===== config.mk =====
export PLATFORM = sky130hd
export DESIGN_NAME = sdram_refresh_seq
export DESIGN_NICKNAME = d
export VERILOG_FILES = /design/src/rtl/rfsh_pkg.sv /design/src/rtl/rfsh_datapath.sv /design/src/rtl/rfsh_control.sv /design/src/rtl/sdram_refresh_seq.sv
export SDC_FILE = /design/constraint.sdc
export NUM_CORES = 1
export LEC_CHECK = 0
export BUFFER_PORTS_ARGS = -buffer_cell sky130_fd_sc_hd__buf_2
export CAP_MARGIN = 5
export CELL_PAD_IN_SITES_DETAIL_PLACEMENT = 1
export CELL_PAD_IN_SITES_GLOBAL_PLACEMENT = 1
export CORE_MARGIN = 2
export CORE_UTILIZATION = 43
export CTS_CLUSTER_DIAMETER = 150
export DETAILED_ROUTE_END_ITERATION = 6
export GPL_TIMING_DRIVEN = 0
export HOLD_SLACK_MARGIN = 0.1
export PLACE_DENSITY_LB_ADDON = 0.1
export SYNTH_ARGS = -nofsm -noshare
export SYNTH_HDL_FRONTEND = slang
export SYNTH_SLANG_ARGS = --single-unit

===== constraint.sdc =====
create_clock -name clk -period 3 [get_ports clk]
set_input_delay 0.45 -clock clk [delete_from_list [all_inputs] [get_ports clk]]
set_output_delay 0.45 -clock clk [all_outputs]
set_load 0.01 [all_outputs]

===== src/rtl/rfsh_pkg.sv =====
package rfsh_pkg;

  typedef enum logic [2:0] {
    ST_IDLE,
    ST_CHECK,
    ST_WAITP,
    ST_RFC,
    ST_SELF,
    ST_EXIT
  } seqState_t;

  // Strobes from the control to the datapath, valid for one cycle
  typedef struct packed {
    logic issueRef;
    logic issuePall;
    logic issueSref;
    logic raiseCke;
    logic loadWait;
    logic holdTimer;
  } seqStrobe_t;

  // Pin order: cs, ras, cas, we (all active low)
  localparam logic [3:0] CMD_NOP       = 4'b0111;
  localparam logic [3:0] CMD_REFRESH   = 4'b0001;
  localparam logic [3:0] CMD_PRECHARGE = 4'b0010;

endpackage


===== src/rtl/rfsh_datapath.sv =====
module rfsh_datapath
  import rfsh_pkg::*;
#(
  parameter int INTERVAL = 1560,
  parameter int TRFC     = 7,
  parameter int PEND_MAX = 8
) (
  input  logic       clk,
  input  logic       rstN,
  input  seqStrobe_t strobe,
  output logic       pendNz,
  output logic       waitDone,
  output logic [3:0] cmdQ,
  output logic       ckeQ,
  output logic       allBanksQ
);

  localparam int TMR_W  = (INTERVAL > 1) ? $clog2(INTERVAL) : 1;
  localparam int PEND_W = $clog2(PEND_MAX + 1);
  localparam int WAIT_W = $clog2(TRFC + 1);

  logic [TMR_W-1:0]  timer;
  logic              tick;
  logic [PEND_W-1:0] pending;
  logic              atMax;
  logic [WAIT_W-1:0] waitCnt;

  // Interval timer, frozen at zero while the device refreshes itself
  assign tick = !strobe.holdTimer && (timer == TMR_W'(INTERVAL - 1));

  always_ff @(posedge clk) begin
    if (!rstN)                          timer <= '0;
    else if (strobe.holdTimer || tick)  timer <= '0;
    else                                timer <= timer + 1'b1;
  end

  // Backlog of owed refreshes; a tick and an issue together cancel out
  assign atMax  = (pending == PEND_W'(PEND_MAX));
  assign pendNz = (pending != '0);

  always_ff @(posedge clk) begin
    if (!rstN)                                      pending <= '0;
    else if (strobe.holdTimer)                      pending <= '0;
    else if (tick && !strobe.issueRef && !atMax)    pending <= pending + 1'b1;
    else if (!tick && strobe.issueRef && pendNz)    pending <= pending - 1'b1;
  end

  // NOP lockout counter, shared by refresh and self-refresh exit
  always_ff @(posedge clk) begin
    if (!rstN)                 waitCnt <= '0;
    else if (strobe.loadWait)  waitCnt <= WAIT_W'(TRFC);
    else if (waitCnt != '0)    waitCnt <= waitCnt - 1'b1;
  end

  assign waitDone = (waitCnt == WAIT_W'(1));

  // Registered command pins and clock enable
  always_ff @(posedge clk) begin
    if (!rstN) begin
      cmdQ      <= CMD_NOP;
      allBanksQ <= 1'b0;
      ckeQ      <= 1'b1;
    end else begin
      if (strobe.issueRef || strobe.issueSref) cmdQ <= CMD_REFRESH;
      else if (strobe.issuePall)               cmdQ <= CMD_PRECHARGE;
      else                                     cmdQ <= CMD_NOP;
      allBanksQ <= strobe.issuePall;
      if (strobe.issueSref)     ckeQ <= 1'b0;
      else if (strobe.raiseCke) ckeQ <= 1'b1;
    end
  end

endmodule


===== src/rtl/rfsh_control.sv =====
module rfsh_control
  import rfsh_pkg::*;
(
  input  logic       clk,
  input  logic       rstN,
  input  logic       busGrant,
  input  logic       sleepReq,
  input  logic       wakeReq,
  input  logic       banksIdle,
  input  logic       ckeQ,
  input  logic       pendNz,
  input  logic       waitDone,
  output seqStrobe_t strobe,
  output logic       busReq,
  output logic       busy
);

  seqState_t state, nextState;
  logic      opSleep;
  logic      wantBus;

  assign wantBus = pendNz || sleepReq;

  always_ff @(posedge clk) begin
    if (!rstN) begin
      state   <= ST_IDLE;
      opSleep <= 1'b0;
    end else begin
      state <= nextState;
      if (state == ST_IDLE && wantBus && busGrant) opSleep <= !pendNz;
    end
  end

  always_comb begin
    strobe           = '0;
    nextState        = state;
    strobe.holdTimer = (state == ST_SELF) || (state == ST_EXIT);
    case (state)
      ST_IDLE: begin
        if (wantBus && busGrant) nextState = ST_CHECK;
      end
      ST_CHECK: begin
        if (banksIdle && ckeQ) begin
          if (opSleep) begin
            strobe.issueSref = 1'b1;
            nextState        = ST_SELF;
          end else begin
            strobe.issueRef = 1'b1;
            strobe.loadWait = 1'b1;
            nextState       = ST_RFC;
          end
        end else if (!banksIdle) begin
          strobe.issuePall = 1'b1;
          nextState        = ST_WAITP;
        end
      end
      ST_WAITP: begin
        if (banksIdle) nextState = ST_CHECK;
      end
      ST_RFC: begin
        if (waitDone) nextState = ST_IDLE;
      end
      ST_SELF: begin
        if (wakeReq) begin
          strobe.raiseCke = 1'b1;
          strobe.loadWait = 1'b1;
          nextState       = ST_EXIT;
        end
      end
      ST_EXIT: begin
        if (waitDone) nextState = ST_IDLE;
      end
      default: nextState = ST_IDLE;
    endcase
  end

  assign busReq = (state == ST_IDLE) ? wantBus : 1'b1;
  assign busy   = (state == ST_SELF) || (state == ST_EXIT);

endmodule


===== src/rtl/sdram_refresh_seq.sv =====
module sdram_refresh_seq
  import rfsh_pkg::*;
#(
  parameter int INTERVAL = 1560,
  parameter int TRFC     = 7,
  parameter int PEND_MAX = 8
) (
  input  logic clk,
  input  logic rstN,
  input  logic banksIdle,
  input  logic busGrant,
  input  logic sleepReq,
  input  logic wakeReq,
  output logic busReq,
  output logic busy,
  output logic cke,
  output logic csN,
  output logic rasN,
  output logic casN,
  output logic weN,
  output logic allBanks
);

  seqStrobe_t strobe;
  logic       pendNz;
  logic       waitDone;
  logic [3:0] cmdQ;
  logic       ckeQ;

  rfsh_control uCtrl (
    .clk      (clk),
    .rstN     (rstN),
    .busGrant (busGrant),
    .sleepReq (sleepReq),
    .wakeReq  (wakeReq),
    .banksIdle(banksIdle),
    .ckeQ     (ckeQ),
    .pendNz   (pendNz),
    .waitDone (waitDone),
    .strobe   (strobe),
    .busReq   (busReq),
    .busy     (busy)
  );

  rfsh_datapath #(
    .INTERVAL(INTERVAL),
    .TRFC    (TRFC),
    .PEND_MAX(PEND_MAX)
  ) uData (
    .clk      (clk),
    .rstN     (rstN),
    .strobe   (strobe),
    .pendNz   (pendNz),
    .waitDone (waitDone),
    .cmdQ     (cmdQ),
    .ckeQ     (ckeQ),
    .allBanksQ(allBanks)
  );

  assign {csN, rasN, casN, weN} = cmdQ;
  assign cke = ckeQ;

endmodule


# Yosys cells after proc, flatten, opt, wreduce, memory -nomap -nowiden
# Index checks and enable logic that the tools add are counted.
dict set report classes {
  n_addsub 4
  eq_ne 13
  n_mux 27
  bitwise_logic 1
  reduce_logical 29
}
# cell n
set ops {}
lappend ops {{2-to-1 mux 3 bit} 12}
lappend ops {{case mux 3 bit (5 select lines)} 1}
lappend ops {{adder 11 x 1 -> 11 bit (second input constant)} 1}
lappend ops {{== test 11 bit (second input constant)} 1}
lappend ops {{2-to-1 mux 1 bit} 10}
lappend ops {{logical AND 1 bit} 9}
lappend ops {{2-to-1 mux 4 bit} 2}
lappend ops {{OR reduction 2 bit} 4}
lappend ops {{== test 3 x 1 -> 1 bit (second input constant)} 2}
lappend ops {{== test 3 x 2 -> 1 bit (second input constant)} 2}
lappend ops {{== test 3 bit (second input constant)} 2}
lappend ops {{nonzero test 2 bit} 3}
lappend ops {{zero test 1 bit} 5}
lappend ops {{AND reduction 5 bit} 1}
lappend ops {{adder 4 x 1 -> 4 bit (second input constant)} 1}
lappend ops {{== test 4 bit (second input constant)} 1}
lappend ops {{logical OR 1 bit} 4}
lappend ops {{!= test 2 x 1 -> 1 bit (second input constant)} 2}
lappend ops {{!= test 2 bit (second input constant)} 2}
lappend ops {{nonzero test 4 bit} 1}
lappend ops {{subtractor 4 x 1 -> 4 bit (second input constant)} 1}
lappend ops {{zero test 3 bit} 1}
lappend ops {{!= test 3 x 2 -> 1 bit (second input constant)} 1}
lappend ops {{nonzero test 3 bit} 1}
lappend ops {{4 further kinds} 4}
dict set report word_totals {
  reg_bits 28
  inputBits 6
  out_inout_bits 8
}

# Longest topological paths before layout
# Gate-level depths: netlist of the first run.
dict set report logic_depth {
  depth_word 9
  depth_mapped 11
  mapped_depth_nobuf 10
}

# By module
# From an unflattened synthesis of the first run, not the netlist that was laid out.
dict set report hier_totals {
  hier_cells 177
  area_unflattened_um2 1547.7
}
# module instances cells_each area_each_um2 seq_area_each_um2
set by_module_without_submodules {}
lappend by_module_without_submodules {rfsh_datapath 1 127 1166.1 460.4}
lappend by_module_without_submodules {rfsh_control 1 50 381.6 80.1}

# Worst setup path before layout of the first run
# Ideal clock, no wire load.
dict set report synth_timing {
  path_type {reg2reg}
  start {register uData.timer[4]}
  end {register uData.pending[3]}
  setup_time_ps 62
  t_arrival_ps 2530
  path_slack_ps 408
  path_stages_with_launch 11
  n_path_buf 0
  synth_period_minus_slack_ps 2592
  path_cell_list {dfxtp_1 -> nor4b_1 -> nand3_1 -> nor4_1 -> nand2_1 -> ha_1 -> a21oi_1 -> nand2_1 -> or3_1 -> or4_1 -> nand3_1}
}
dict set report synth_between {
  elab_chain_cells 6
}
# element line
set synth_lines {}
lappend synth_lines {{start, declared} rfsh_datapath.sv:22} ;# logic [TMR_W-1:0] timer;
lappend synth_lines {{start signal, assigned} rfsh_datapath.sv:34} ;# else timer <= timer + 1'b1;
lappend synth_lines {{== test 11 bit *} rfsh_datapath.sv:29} ;# assign tick = !strobe.holdTimer && (timer == TMR_W'(INTERVAL - 1));
lappend synth_lines {{logical AND 1 bit *} rfsh_datapath.sv:29}
lappend synth_lines {{zero test 1 bit} rfsh_datapath.sv:45} ;# else if (!tick && strobe.issueRef && pendNz) pending <= pending - 1'b1;
lappend synth_lines {{logical AND 1 bit (2 in a row)} rfsh_datapath.sv:45}
lappend synth_lines {{nonzero test 2 bit (no source line)} n/a}
lappend synth_lines {{end signal, assigned} rfsh_datapath.sv:44} ;# else if (tick && !strobe.issueRef && !atMax) pending <= pending + 1'b1;
lappend synth_lines {{end signal, assigned} rfsh_datapath.sv:45}
lappend synth_lines {{end, declared} rfsh_datapath.sv:24} ;# logic [PEND_W-1:0] pending;
# Every way passes the cells marked *; elsewhere a longest branch is shown, timed or not.
# A chain may end at the register's enable or synchronous reset.

# Worst setup path in the final report of the first run
dict set report layout_timing {
  start {register uData.timer[6]}
  end {register uData.pending[3]}
}
# Same word-level chain as after synthesis.

==> results.md, run 1 <==
* Multi-input gate area at ~840 sq um
* Relative slew slack at 52.8%
* Worst EP required at between 3000 and 4000 ps
* Sequential-to-total area share from yosys stat at between 30% and 40%
* First-pass GRT wire length at 5.27 mm
* Post-CTS Hold Fix Bufs at 0
* Post-route minimum period at 2770 ps
* Synth Area in Adders at 6.72%
* Mapped Avg Cell Area at 8.47 sq um
* Core Region at 3100 sq um
* Asr flop ratio synth at 0%
* Inst Count DP at approximately 220
* WS Path Type: flip-flop to flip-flop
* GPL Wtd Cong at 0.747
* WP data arrival at around 3100 ps
* Maximum vdd drop at 322 uV
* Initial antenna violation count at 0
* Pin slew with the least headroom to its limit at just over 700 ps
* Final setup skew at 3.56 ps
* Largest fanout on the critical path at 3
* Period utilization at 92.3%
* Synth Area in XOR/XNOR at 7.43%
* Final cell count without fillers at 227
* Area grow syn2layout at 11.5%
* DR vias at 1199
* Tot GR Track Use at 18.7%
* Worst-path clk slew at about 150 ps
* Clk root buf: clkbuf_4
* Max Root-Sink Buffers at 2
* Lkg Pwr at 0.000608 uW
* Peak Freq at 361 MHz
* I/O Buffers at 12
* Yosys cell types at 45
* Layout net count at 197
* Synth Cell Area at 1420 sq um
* Vias in the first global route at 1228
* Clk sink count at 27
* Hold Crit Class: input port to flip-flop
* Syn Inst Count at 167
* IO Count at 14
* Final hold vios at 0
* Top-area cell type share of the netlist area at 38.2%
* Final hold slack at ~350 ps
* Share of cells above drive strength 1 at about an eighth
* Top cells by count, synth: 27 x dfxtp_1, 21 x nor2_1, 14 x nand2_1
* Die H at 61.4 um
* CP Launch Type: flip-flop
* Grt ovf at 0
* Synthesis-stage register bit count at 27
* Area leader, netlist: dfxtp_1
* Seq. cell area at 541 sq um
* Post-CTS Repair Setup Buffers at 0
* # H-tree levels at 1
* Maximum capacitance violations at 0
* Die X at between 60 and 70 um
* Count leader, synth: dfxtp_1
* Unrepaired setup endpoints after global routing: no
* Post-DP HPWL at 2.39 mm
* Yosys Warn Count at 0
* TritonCTS clock tree: done
* FILL cells at roughly 400
* Pin count of the biggest net entering global routing at 15
* Main combinational cell family by area after synthesis: simple AND/OR/NAND/NOR gates
* Die area at 3770 sq um
* Final setup TNS at 0 ps
* DR pass1 iterations at 2
* Syn nets at 180
* # setup viols final at 0
* Synth top area cells: dfxtp_1 38%, nor2_1 5.6%, ha_1 5.3%
* DRT iter0 DRCs at 29
* Ys flop type: dfxtp_1
* Worst reg2reg setup slack at 230 ps
* Post-route ant nets at 0
* Mux share of post-synthesis cell area at 2.92%
* Initial Util at 45.6%
* Routed WL per cell at 13.1 um
* Site Rows at 20
* DR DRC count at 0
* N_diodes at 0
* Power density cells at 603 nW/um^2
* CP Capture Type: flip-flop
* Final wirelength at 2.97 mm
* Clock Latency Late Sink at 330 ps
* CTS buffer count at 3
* Post-synthesis compound-gate area fraction at 10.7%
* Final Util at 50.8%
* Vias per inst at 5.28
* Post-synth EDFFs at 0
* Outcome: finished, final reports clean
* Post-Synth Simple-Gate Area at 29.5%
* Pins Over Slew Limit at 0
## state kept, by name, indices dropped and copies added (netlist names)
| signal | count |
|---|---|
| uData.waitCnt | 3 |
| uCtrl.state | 3 |
| uData.ckeQ | 1 |
| uCtrl.opSleep | 1 |
| uData.cmdQ | 3 |
| uData.pending | 4 |
| uData.timer | 11 |
| uData.allBanksQ | 1 |
## area by class of cell
class	instances	area share (%)
inverter	8	1.90
multi-input combinational	127	53.0
clock buffer	4	1.67
buffer	5	1.90
tap	44	3.49
sequential	27	34.3
timing repair buffer	12	3.81
## per-layer routing
layer | GRT usage [%] | up-vias | routed length, um
met5 | 0 | - | 0
met4 | 7.60 | 0 | 51
met3 | 2.52 | 6 | 61
met2 | 34.7 | 14 | 1480
met1 | 21.5 | 573 | 1380
li1 | - | 606 | -
## where the power goes
| part | switching, uW | internal [uW] |
|---|---|---|
| clock network | 109 | 52.1 |
| registers | 28.7 | 407 |
| logic | 195 | 159 |
| total | 333 | 619 |
## worst paths after layout
kind / from / end / depth (start not counted)
setup / recovery: uData.timer[6] / uData.pending[3] / 10
hold / removal: banksIdle / uData.cmdQ[1] / 2
hold reg to reg: uData.timer[0] / uData.timer[0] / 1
setup reg to reg: uData.timer[6] / uData.pending[3] / 10
## logic make-up after synthesis
family	Yosys count
and+or+nand+nor	79
DFF	27
AOI/OAI and AO/OA	24
buffers and inverters	13
xor gates and xnor gates	12
adders and majority gates	7
muxes	4
other	1
## worst max-delay path: stages (launching register included)
cell	delay, ps
dfxtp_1	380
nor4b_4	290
nand3_1	160
nor4_2	290
nand2_1	170
ha_1	350
a21oi_1	140
nand2_1	110
or3_1	330
or4_1	410
nand3_1	100
## per-stage QoR
| step | total power (uW) | instance area [sq um] | worst slack, ps |
|---|---|---|---|
| floorplan | 710 | 1420 | 408 |
| global placement | 773 | 1530 | 52.6 |
| detailed placement | 800 | 1530 | 34.9 |
| CTS | 962 | 1560 | 113 |
| global route | 1030 | 1580 | 11.9 |
| finish | 952 | 1580 | 232 |
## placed cells by master (no fill, tap or decap), types with 2 or more instances in the layout
master,count
buf_2,12
o21ai_0,7
xor2_1,6
ha_1,6
xnor2_1,6
clkbuf_1,4
and2_1,2
nand3_1,11
and3_1,4
dfxtp_1,27
nor3_1,4
o21a_1,3
inv_1,8
nand2b_1,5
a21oi_1,5
nand3b_1,3
mux2i_1,3
clkbuf_4,3
nor2_1,21
nand2_1,14
## repair_timing
| item | CTS | global route |
|---|---|---|
| gates resized for setup | 1 | 2 |
| pin swaps | 0 | 0 |
| setup endpoints to repair | 1 | 1 |
(Power assumes the default switching activity.)
==> run 2: changes to the inputs <==
--- a/config.mk
+++ b/config.mk
@@ -5,6 +5,7 @@
 export SDC_FILE = /design/constraint.sdc
 export NUM_CORES = 1
 export LEC_CHECK = 0
+export ABC_CLOCK_PERIOD_IN_PS = 2600
 export BUFFER_PORTS_ARGS = -buffer_cell sky130_fd_sc_hd__buf_2
 export CAP_MARGIN = 5
 export CELL_PAD_IN_SITES_DETAIL_PLACEMENT = 1
==> constraint.sdc (replaced) <==
create_clock -name clk -period 2.6 [get_ports clk]
set_input_delay 0.39 -clock clk [delete_from_list [all_inputs] [get_ports clk]]
set_output_delay 0.39 -clock clk [all_outputs]
set_load 0.01 [all_outputs]
==> run 2 against run 1 <==
Clock skew is essentially flat. Combinational power grew 20%. Non-clock buffer count grew 3. Global-route usage grew 1.1 points. Clock-buffer cell count is the same. Via count grew 1.4%. Total power grew 17%. Register-to-register slack lost 190 ps. Routed wire length grew 13%.
==> results.md, run 2 (synthesized netlist as in run 1, its figures left out) <==
* Final Util at between 50% and 60%
* WP data arrival at 2840 ps
* Worst reg2reg setup slack at 40 ps
* Post-DP HPWL at 2.39 mm
* Power consumption at between 1000 and 1500 uW
* # setup viols final at 0
* Comb power frac at 38.2%
* WS Path Type: flip-flop to flip-flop
* Maximum vdd drop at 374 uV
* Max Root-Sink Buffers at 2
* Lkg Pwr at just over 0.0006 uW
* Sequential power share at between 40% and 50%
* Post-CTS Hold Fix Bufs at 0
* Grt ovf at 0
* Pin count of the biggest net entering global routing at 15
* Crit path max-delay family: simple AND/OR/NAND/NOR gates
* Relative slew slack at 53.5%
* Commonest non-fill, non-tap cell in the layout: dfxtp_1
* Internal Power at 720 uW
* GPL Wtd Cong at ~0.75
* Most used cells in the layout excluding fill and tap cells: 23 x dfxtp_1, 20 x nor2_1, 12 x nand2_1, 12 x buf_2, 10 x nand3_1
* Clk root buf: clkbuf_4
* Clk sink count at 27
* Layout net count at 200
* FILL cells at 404
* Die X at 61.4 um
* Switch Pwr at 396 uW
* Final hold vios at 0
* Die H at 61.4 um
* IO Count at 14
* Period utilization at 98.3%
* CP Capture Type: flip-flop
* Worst-path clk slew at 140 ps
* Worst EP required at roughly 2900 ps
* CTS buffer count at 3
* First-pass GRT wire length at 5.56 mm
* Largest fanout on the critical path at 9
* Initial Util at 45.6%
* Switching part of the total at 35.5%
* Site Rows at 20
* Clock network power share at 16.6%
* Post-route ant nets at 0
* Share of cells above drive strength 1 at about 20%
* CP Launch Type: flip-flop
* Final wirelength at 3.35 mm
* Tot GR Track Use at 19.8%
* Pin slew with the least headroom to its limit at 693 ps
* Biggest regs: uData.timer: 11 flops, uData.pending: 4 flops
* Area grow syn2layout at 17.9%
* Crit-path max cell delay at 410 ps
* Max reg flops at 11
* Critical-path top delay cell: or3b_4
* I/O Buffers at 12
* Maximum capacitance violations at 0
* Die area at 3770 sq um
* Critical path buffers and inverters at 1
* Crit path top cell by count: nand2_2
* Vias per inst at 5.29
* Routed WL per cell at 14.6 um
* Peak Freq at 391 MHz
* Core Region at 3100 sq um
* Unrepaired setup endpoints after global routing: yes
* Pins Over Slew Limit at 0
* DR vias at between 1k and 1.5k
* Largest register by flop count: uData.timer
* Power density cells at 669 nW/um^2
* Vias in the first global route at 1255
* TritonCTS clock tree: done
* DR pass1 iterations at 4
* Post-route minimum period at between 2000 and 3000 ps
* CP Cell Sequence: buf_6 > or3b_4 > nor2_4 > nor4_4 > nand2_2 > ha_4 > a21oi_1 > nand2_2 > or3_1 > or4_1 > nand3_1
* Initial antenna violation count at 0
* N_diodes at 0
* Clock Latency Late Sink at 330 ps
* DR DRC count at 0
* DRT iter0 DRCs at 45
* # H-tree levels at 1
* Hold Crit Class: input port to flip-flop
* Outcome: finished, final reports clean
* Final setup skew at 3.88 ps
run 2: cell types whose count changed in the layout (fill, tap and decap cells not counted), sizes merged:
cell,previous run,this run
buf,14,17
run 2: metal layers:
metal / vias up / global-route usage [%] / wire length, um
li1: 610 / - / -
met1: 586 / 22.6 / 1470
met2: 15 / 37.4 / 1770
met3: 5 / 2.52 / 69
met4: 0 / 7.60 / 42
met5: - / 0 / 0
run 2: final timing paths:
kind                                startpoint                to  cells past startpoint
worst max-delay path            uCtrl.state[1]  uData.pending[3]                     11
worst min-delay path                 banksIdle     uData.cmdQ[1]                      2
worst max register to register  uCtrl.state[1]  uData.pending[3]                     11
worst min register to register  uData.timer[0]    uData.timer[0]                      1
run 2: power groups by stage:
stage	clock network (uW)	logic [uW]	registers (uW)
final	186	426	505
after floorplan	0	309	511
after CTS	193	420	504
after detailed placement	0	410	513
after global placement	0	383	508
after global routing	208	481	512
run 2: final cells by class:
cell class | instances | area [sq um] | share of cell area [%]
multi-input cells | 127 | 898 | 53.9
flip-flops and latches | 27 | 546 | 32.7
repair buffers | 15 | 82.6 | 4.95
well taps | 44 | 55.1 | 3.30
plain buffers | 5 | 30.0 | 1.80
inverters | 8 | 30.0 | 1.80
clock buffers | 4 | 26.3 | 1.58
run 2: stage by stage:
stage                     setup TNS [ps]  worst slack, ps  hold WS, ps  std cells  cell area [sq um]
final                                  0             43.6          289        230               1670
after global routing               -99.6            -99.6          281        230               1670
after CTS                              0             11.3          280        229               1620
after detailed placement            -365             -365          443        223               1530
after global placement              -347             -347          429        223               1530
after floorplan                        0             7.63          418        167               1420
run 2: repair_timing:
item                                    4_1_cts  5_1_grt
gates resized for setup                       7       11
pin swaps                                     4        1
setup buffers                                 2        1
endpoints found under the setup margin        1        1
